===== src/rtl/opfetch_unit.sv =====
module opfetch_unit #(
  parameter int AW = 12,
  parameter int DW = 16,
  parameter int RK = 2
) (
  input  logic          clk,
  input  logic          rst_n,
  input  logic          start,
  input  logic [3:0]    mode,
  input  logic [RK-1:0] rsel,
  input  logic [AW-1:0] field,
  input  logic [AW-1:0] pc,
  input  logic [AW-1:0] xr,
  input  logic [AW-1:0] br,
  output logic [RK-1:0] rf_sel,
  input  logic [DW-1:0] rf_rdata,
  output logic          rf_we,
  output logic [DW-1:0] rf_wdata,
  output logic          mem_re,
  output logic [AW-1:0] mem_addr,
  input  logic [DW-1:0] mem_rdata,
  output logic [DW-1:0] acc,
  output logic          done,
  output logic          illegal,
  output logic          busy
);
  typedef enum logic [1:0] {S_IDLE, S_PTR, S_DATA} st_t;
  st_t st;

  logic          issue, legal, memmode, automode;
  logic [AW-1:0] ea;
  logic [DW-1:0] rf_dec;

  assign issue    = start && st == S_IDLE;
  assign legal    = mode <= 4'd10;
  assign memmode  = legal && mode >= 4'd3;
  assign automode = mode == 4'd4 || mode == 4'd5;
  assign rf_dec   = rf_rdata - 1'b1;
  assign rf_sel   = rsel;

  always_comb begin
    case (mode)
      4'd3, 4'd4: ea = rf_rdata[AW-1:0];
      4'd5:       ea = rf_dec[AW-1:0];
      4'd8:       ea = pc + field;
      4'd9:       ea = field + xr;
      4'd10:      ea = field + br;
      default:    ea = field;
    endcase
  end

  assign mem_re   = (issue && memmode) || st == S_PTR;
  assign mem_addr = (st == S_PTR) ? mem_rdata[AW-1:0] : ea;
  assign rf_we    = issue && automode;
  assign rf_wdata = (mode == 4'd4) ? rf_rdata + 1'b1 : rf_dec;
  assign done     = (issue && legal && !memmode) || st == S_DATA;
  assign illegal  = issue && !legal;
  assign busy     = st != S_IDLE;

  always_ff @(posedge clk) begin
    if (!rst_n) begin
      st  <= S_IDLE;
      acc <= '0;
    end else begin
      case (st)
        S_IDLE: if (issue && memmode) st <= (mode == 4'd7) ? S_PTR : S_DATA;
        S_PTR:  st <= S_DATA;
        default: st <= S_IDLE;
      endcase
      if (st == S_DATA) acc <= mem_rdata;
      else if (issue) begin
        case (mode)
          4'd0: acc <= ~acc;
          4'd1: acc <= DW'(field);
          4'd2: acc <= rf_rdata;
          default: ;
        endcase
      end
    end
  end
endmodule



===== config.mk =====
export PLATFORM = sky130hd
export DESIGN_NAME = opfetch_unit
export DESIGN_NICKNAME = d
export VERILOG_FILES = /design/src/rtl/opfetch_unit.sv
export SDC_FILE = /design/constraint.sdc
export NUM_CORES = 1
export LEC_CHECK = 0
export BUFFER_PORTS_ARGS = -buffer_cell sky130_fd_sc_hd__buf_2
export CORE_MARGIN = 5
export CORE_UTILIZATION = 54
export CTS_BUF_LIST = sky130_fd_sc_hd__clkbuf_16
export CTS_CLUSTER_SIZE = 20
export DETAILED_ROUTE_END_ITERATION = 8
export PLACE_DENSITY = 0.95
export RECOVER_POWER = 100
export SETUP_SLACK_MARGIN = 0.3
export SLEW_MARGIN = 20
export SYNTH_ARGS = -nofsm -noshare
export SYNTH_HDL_FRONTEND = slang
export SYNTH_SLANG_ARGS = --single-unit
export TNS_END_PERCENT = 20

===== constraint.sdc =====
create_clock -name clk -period 8.44 [get_ports clk]
set_clock_uncertainty 0.2 [all_clocks]
set_input_delay 0.844 -clock clk [delete_from_list [all_inputs] [get_ports clk]]
set_output_delay 0.844 -clock clk [all_outputs]
set_load 0.05 [all_outputs]

==> impl_metrics.py, run 1 <==
metrics = {
    "global_route": {
        "track_usage_pct": 30.1,
        "antenna_found_initial": 0,
        "gr-total-overflow": 0,
        "grt_first_pass_wirelength_mm": 21.0,
        "grt_start_max_net_pins": 53,
        "first_global_vias": 4237,
    },
    "timing": {
        "max_clock_freq_mhz": 148,
        "period_share_pct": 79.8,
        "rsz0062_at_grt": "false",
        "setup_viol": 0,
        "holdWs_ns": 0.332,
        "tns_ns": 0,
        "worst_pin_slew_ns": 1.96,
        "period_minus_slack_ns": 6.73,
        "max-slew-margin-rel_pct": -30.7,
        "slew_violations": 53,
        "timing_hold_violations_final": 0,
    },
    "clock_network": {
        "postCtsHoldBufs": 0,
        "cts_htree_levels": 1,
        "cts_tree": "yes",
        "cts_buffers": 3,
        "clk_pin_slew_ns": 0.05,
        "clock_latency_ns": 0.25,
        "clockRootBuffer": "clkbuf_16",
        "cts_buffer_depth": 2,
        "post_cts_buffers": 0,
        "ctsResizeCount": 0,
        "clock_sinks": 18,
    },
    "setup_path": {
        "path_cells": "clkbuf_1, clkbuf_1, nor2_1, a21oi_1, o22ai_1, a21oi_1, ha_1, a21oi_1, o21a_1, a31oi_1, xnor2_1, o311ai_1, clkbuf_1",
        "regToRegEndpoint": "acc[1]$_SDFFE_PN0P_",
        "crit_family": "buffers and inverters",
        "path_max_fanout": 52,
        "r2r_start": "st[1]$_SDFFE_PN0P_",
        "crit_start": "mode[1]",
        "path_buf_inv": 3,
        "path_depth": 13,
        "worstSetupEndpoint": "mem_addr[9]",
        "critPathRequiredTime_ns": 7.40,
        "cp-start-kind": "primary input",
        "critPathKind": "primary input to output port",
        "r2r_setup_slack_ns": 5.92,
        "worstRegToRegCells": 6,
        "cp_slowest_cell": "clkbuf_1",
        "cp_slowest_stage_delay_ns": 1.49,
        "crit_arrival_ns": 5.69,
        "end_kind": "output port",
    },
    "yosys": {
        "synthesis.nets": 626,
        "async_reset_ff_share_pct": 0,
        "yosys_warnings": 0,
        "synth_edf_count": 0,
        "ys_seq_area_share_pct": 10.4,
        "synth_area_leaders": "dfxtp_1 10%, nor2_1 9.1%, a21oi_1 5.7%",
        "synthCells": 523,
        "synth_top_cell_by_area": "dfxtp_1",
        "yosysUniqueCellTypes": 64,
        "synth_ff_type": "dfxtp_1",
        "synth_top_cell_area_share_pct": 10.4,
        "synth-seq-cells": 18,
        "syn_area_per_cell_um2": 6.60,
        "syn_area_mm2": 0.00345,
    },
    "power": {
        "p_int_uw": 253,
        "power.net_switching_uw": 252,
        "ir_drop_uv": 108,
        "p_seq_share_pct": 19.7,
        "power_density_mw_per_mm2": 125,
        "p_clk_share_pct": 19.6,
        "pwr-share-comb_pct": 60.7,
        "total_power_uw": 505,
        "power_leakage_uw": 0.00161,
        "switching_share_pct": 49.9,
    },
    "layout": {
        "multi_input_area_mm2": 0.00283,
        "drive_gt1_share_pct": 17.2,
        "layout_commonest_cell": "buf_2",
        "nets": 721,
        "n_antenna_cell": 0,
        "nFillCells": 631,
        "final_cell_mix": "87 x buf_2, 84 x nor2_1, 49 x clkbuf_1",
        "final-seq-area_um2": 360,
        "final_util_pct": 64.5,
        "area_growth_pct": 17.3,
    },
    "floorplan": {
        "start_util_pct": 55.0,
        "die_area_mm2": 0.00809,
        "rows": 29,
        "io_pins": 140,
        "die_h_um": 89.9,
        "die_x_um": 89.9,
        "coreArea_mm2": 0.00628,
    },
    "placed_design": {
        "place_congestion": 0.964,
        "portBuffers": 135,
        "dp_hpwl_mm": 10.1,
    },
    "status": {
        "violations": "capacitance limit, slew limit",
        "outcome": "complete, but fails checks",
    },
    "detailed_routing": {
        "vias": 4620,
        "via_per_inst": 6.66,
        "drt-initial-drc-count": 600,
        "antenna_left": 0,
        "wire_per_inst_um": 18.9,
        "drc": 0,
        "drt_wl_total_mm": 13.1,
        "dr.pass1.iters": 6,
    },
    "job": {
        "cap_violations": 1,
    },
    "min_path": {
        "hold_path_class": "register to register",
    },
}
==> worst min-delay path by stage <==
stage	slack [ns]	cells past startpoint	start	endpoint
floorplan	0.28	1	st[1]$_SDFFE_PN0P_	st[1]$_SDFFE_PN0P_
finish	0.33	1	st[1]$_SDFFE_PN0P_	st[1]$_SDFFE_PN0P_
detailed placement	0.32	1	st[1]$_SDFFE_PN0P_	st[1]$_SDFFE_PN0P_
CTS	0.33	1	st[1]$_SDFFE_PN0P_	st[1]$_SDFFE_PN0P_
global route	0.37	1	st[1]$_SDFFE_PN0P_	st[1]$_SDFFE_PN0P_
global placement	0.31	1	st[1]$_SDFFE_PN0P_	st[1]$_SDFFE_PN0P_
==> cells in the mapped netlist, types with 8 or more instances <==
| cell | n |
|---|---|
| a211oi_1 | 18 |
| a21oi_1 | 39 |
| a22o_1 | 9 |
| a31oi_1 | 8 |
| buf_2 | 14 |
| clkbuf_1 | 27 |
| dfxtp_1 | 18 |
| ha_1 | 13 |
| inv_1 | 14 |
| nand2_1 | 27 |
| nand2b_1 | 22 |
| nor2_1 | 84 |
| nor3_1 | 29 |
| nor3b_1 | 12 |
| o21ai_0 | 24 |
| o22a_1 | 8 |
| o22ai_1 | 15 |
| o2bb2ai_1 | 9 |
| o31ai_1 | 12 |
| xnor2_1 | 19 |
==> cells by family after synthesis <==
kind of cell / share of synthesized area [%]
simple gates: 32.1
buf+inv: 7.69
flops: 10.4
xor+xnor: 6.60
fa+ha+maj: 5.29
mux: 0.906
compound gates: 37.0
==> registers in the layout (all words and copies together) (netlist names) <==
| register | count |
|---|---|
| st | 2 |
| acc | 16 |
==> through the flow <==
step / std cells / cell area, µm² / setup slack, ns
floorplan: 523 / 3450 / 3.13
global placement: 690 / 4030 / 3.01
detailed placement: 690 / 4030 / 2.84
CTS: 694 / 4110 / 2.81
global route: 694 / 4050 / 1.20
finish: 694 / 4050 / 1.71
==> per-layer routing <==
metal	track usage, %	share of wire (%)	wire [µm]	up-vias
li1	-	-	-	2126
met1	39.9	39	5170	2110
met2	48.5	44	5790	332
met3	5.93	12	1600	52
met4	10.5	4.1	535	0
met5	0	0	0	-
==> layout make-up <==
| type | count | area share [%] |
|---|---|---|
| inverters | 14 | 1.30 |
| multi-input cells | 443 | 69.8 |
| well taps | 77 | 2.38 |
| flip-flops and latches | 18 | 8.90 |
| clock buffers | 3 | 1.85 |
| clock inverters | 1 | 0.0927 |
| repair buffers | 138 | 15.7 |
==> power by group through the flow <==
stage / combinational (µW) / clock (µW) / sequential (µW)
final: 306 / 98.9 / 99.7
after global routing: 329 / 101 / 100
after CTS: 308 / 97.9 / 99.0
after detailed placement: 306 / 0 / 101
after global placement: 302 / 0 / 100
after floorplan: 206 / 0 / 123
Power figures use the tool's default switching activity.
==> run 2: changes to the inputs <==
--- a/config.mk
+++ b/config.mk
@@ -5,13 +5,14 @@
 export SDC_FILE = /design/constraint.sdc
 export NUM_CORES = 1
 export LEC_CHECK = 0
+export ABC_AREA = 1
 export BUFFER_PORTS_ARGS = -buffer_cell sky130_fd_sc_hd__buf_2
 export CORE_MARGIN = 5
-export CORE_UTILIZATION = 54
+export CORE_UTILIZATION = 45
 export CTS_BUF_LIST = sky130_fd_sc_hd__clkbuf_16
 export CTS_CLUSTER_SIZE = 20
 export DETAILED_ROUTE_END_ITERATION = 8
-export PLACE_DENSITY = 0.95
+export PLACE_DENSITY = 0.9
 export RECOVER_POWER = 100
 export SETUP_SLACK_MARGIN = 0.3
 export SLEW_MARGIN = 20
==> constraint.sdc (replaced) <==
create_clock -name clk -period 5.4 [get_ports clk]
set_clock_uncertainty 0.2 [all_clocks]
set_input_delay 0.54 -clock clk [delete_from_list [all_inputs] [get_ports clk]]
set_output_delay 0.54 -clock clk [all_outputs]
set_load 0.05 [all_outputs]
==> run 2 against run 1 <==
Effect of this change:
- the run now ends clean
- hold slack worse by 0.047 ns
- wire length is 12% lower
- via count is 3.4% lower
- critical path depth is 10 higher
- critical endpoint is now mem_addr[10]
==> impl_metrics.py, run 2 <==
metrics = {
    "status": {
        "outcome": "finished clean",
    },
    "yosys": {
        "yosysMostFrequentCell": "nand2_1",
        "synth_mux_area_share_pct": 0,
        "synth_fa_ha_area_share_pct": 5.53,
        "syn_area_mm2": 0.00330,
        "synth_top_cell_area_share_pct": 19.4,
        "synth_ff_type": "dfxtp_1",
        "synth-simple-area-share_pct": 41.7,
        "yosysUniqueCellTypes": 39,
        "async_reset_ff_share_pct": 0,
        "yosys_warnings": 0,
        "synth-seq-cells": 18,
        "synth_area_leaders": "nand2_1 19%, dfxtp_1 11%, o21ai_0 8.6%",
        "synth_xor_area_share_pct": 5.84,
        "ys_seq_area_share_pct": 10.9,
        "synth_top_family_by_area": "simple AND/OR/NAND/NOR gates",
        "synthesis.nets": 701,
        "syn_area_per_cell_um2": 5.52,
        "synthCells": 598,
        "synth_compound_area_share_pct": 22.1,
        "synth_top_cell_by_area": "nand2_1",
        "synth_edf_count": 0,
        "synth_common_cells": "171 x nand2_1, 68 x inv_1, 57 x o21ai_0, 51 x nor2_1, 46 x nand3_1",
    },
    "layout": {
        "largest_reg_flops": 16,
        "nets": 813,
        "area_growth_pct": 19.0,
        "n_antenna_cell": 0,
        "drive_gt1_share_pct": 15.7,
        "final_cell_mix": "171 x nand2_1, 88 x buf_2, 70 x inv_1",
        "reg.largest.list": "acc: 16 flops, st: 2 flops",
        "largest_register": "acc",
        "nFillCells": 805,
        "layout_commonest_cell": "nand2_1",
    },
    "min_path": {
        "worstHoldStart": "st[0]$_SDFFE_PN0P_",
        "whs_endpoint": "st[0]$_SDFFE_PN0P_",
        "hold_path_class": "register to register",
        "holdPathStages": 1,
    },
    "detailed_routing": {
        "drc": 0,
        "drt_wl_total_mm": 11.5,
        "via_per_inst": 5.53,
        "antenna_left": 0,
        "vias": 4465,
        "wire_per_inst_um": 14.2,
        "dr.pass1.iters": 5,
        "drt-initial-drc-count": 460,
    },
    "power": {
        "total_power_uw": 782,
        "power_leakage_uw": 0.00195,
        "power.net_switching_uw": 407,
        "p_clk_share_pct": 18.1,
        "switching_share_pct": 52.1,
        "power_density_mw_per_mm2": 199,
        "pwr-share-comb_pct": 61.2,
        "ir_drop_uv": 148,
        "p_int_uw": 375,
        "p_seq_share_pct": 20.7,
    },
    "setup_path": {
        "worstRegToRegCells": 8,
        "cp-start-kind": "primary input",
        "critPathRequiredTime_ns": 4.66,
        "r2r_start": "st[1]$_SDFFE_PN0P_",
        "r2r_setup_slack_ns": 2.40,
        "end_kind": "output port",
        "critPathKind": "primary input to output port",
        "crit_arrival_ns": 3.79,
        "path_max_fanout": 11,
        "regToRegEndpoint": "acc[4]$_SDFFE_PN0P_",
    },
    "global_route": {
        "grt_first_pass_wirelength_mm": 18.3,
        "first_global_vias": 4071,
        "antenna_found_initial": 0,
        "track_usage_pct": 24.6,
        "gr-total-overflow": 0,
        "grt_start_max_net_pins": 31,
    },
    "clock_network": {
        "ctsResizeCount": 0,
        "clk_pin_slew_ns": 0.05,
        "clockRootBuffer": "clkbuf_16",
        "cts_htree_levels": 1,
        "clock_sinks": 18,
        "cts_buffer_depth": 2,
        "clock_latency_ns": 0.24,
        "cts_buffers": 3,
        "post_cts_buffers": 0,
        "cts_tree": "yes",
        "postCtsHoldBufs": 0,
    },
    "floorplan": {
        "rows": 31,
        "die_x_um": 95.7,
        "die_h_um": 95.7,
        "start_util_pct": 45.8,
        "die_area_mm2": 0.00915,
        "coreArea_mm2": 0.00721,
        "io_pins": 140,
    },
    "placed_design": {
        "portBuffers": 135,
        "dp_hpwl_mm": 9.44,
        "place_congestion": 0.980,
    },
    "timing": {
        "worst_pin_slew_ns": 1.22,
        "slew_violations": 0,
        "rsz0062_at_grt": "false",
        "period_share_pct": 84.0,
        "tns_ns": 0,
        "timing_hold_violations_final": 0,
        "max-slew-margin-rel_pct": 18.5,
        "max_clock_freq_mhz": 221,
        "period_minus_slack_ns": 4.53,
        "setup_viol": 0,
    },
    "job": {
        "cap_violations": 0,
    },
}
-- run 2: changes by cell type in the layout (fill, tap and decap cells not counted), moves of 11 or more --
cell	delta
nor2_1	-32
a211oi_1	-18
o22ai_1	-13
nor3_1	-23
o21ai_0	+34
nand3_1	+40
nor3b_1	-12
nand2b_1	-22
xnor2_1	-17
nand2_1	+143
inv_1	+56
o31ai_1	-11
xor2_1	+13
-- run 2: worst max-delay path by stage --
| stage | endpoint | slack [ns] | depth (start not counted) | startpoint |
|---|---|---|---|---|
| floorplan | mem_addr[4] | 1.50 | 19 | mode[1] |
| global placement | mem_addr[6] | 1.17 | 22 | mode[1] |
| detailed placement | mem_addr[6] | 1.08 | 22 | mode[1] |
| CTS | mem_addr[6] | 1.07 | 22 | mode[1] |
| global route | mem_addr[10] | 0.45 | 24 | mode[0] |
| finish | mem_addr[10] | 0.87 | 23 | mode[1] |
-- run 2: layout make-up --
type	instances	area, µm²	area share (%)
clock buffers	3	75.1	1.91
flip-flops and latches	18	360	9.17
repair buffers	137	628	16.0
multi-input cells	478	2470	62.9
well taps	99	124	3.15
inverters	72	270	6.88
-- run 2: cell families (layout without fill, tap and decap cells) --
family / count (synthesis) / in the layout
buffers and inverters: 102 / 212
AO/OA/AOI/OAI: 128 / 128
AND/OR/NAND/NOR: 314 / 314
adder cells (fa/ha/maj): 14 / 14
XOR/XNOR: 22 / 22
flip-flops: 18 / 18
-- run 2: critical path, stage by stage --
cell and delay, ns:
clkbuf_1 0.12, nor2_1 0.26, inv_1 0.08, nor2_1 0.51
nand2_1 0.10, nand3_1 0.09, o21ai_0 0.09, inv_1 0.08
ha_1 0.18, inv_1 0.06, fa_1 0.36, inv_1 0.09
nand3_1 0.07, nand2_1 0.13, nand2_1 0.08, nand2_1 0.08
nand2_1 0.07, nand3b_1 0.08, nand3_1 0.08, nand2_1 0.07
nand2_1 0.06, nand2_1 0.06, clkbuf_1 0.48
-- run 2: power groups by stage --
stage,clock (µW),combinational (µW),sequential [µW]
final,142,479,162
after global placement,0,480,162
after global routing,148,523,163
after detailed placement,0,484,163
after CTS,144,487,160
after floorplan,0,314,214
-- run 2: through the flow --
step	worst slack, ns	instance area [µm²]	instances	utilization, %	hold slack [ns]
after floorplan	1.50	3300	598	-	0.245
after global routing	0.451	3930	807	54.5	0.319
after CTS	1.07	4000	807	55.5	0.289
after global placement	1.17	3930	804	54.5	0.274
final	0.866	3930	807	54.5	0.285
after detailed placement	1.08	3930	804	54.5	0.280
-- run 2: per-layer routing --
| metal | vias to the layer above | part of all wire, % | wire length [µm] | global-route usage [%] |
|---|---|---|---|---|
| met3 | 41 | 11 | 1270 | 3.63 |
| met4 | 0 | 3.1 | 357 | 8.06 |
| met5 | - | 0 | 0 | 0 |
| met2 | 271 | 45 | 5120 | 40.4 |
| met1 | 1950 | 41 | 4720 | 32.8 |
| li1 | 2203 | - | - | - |
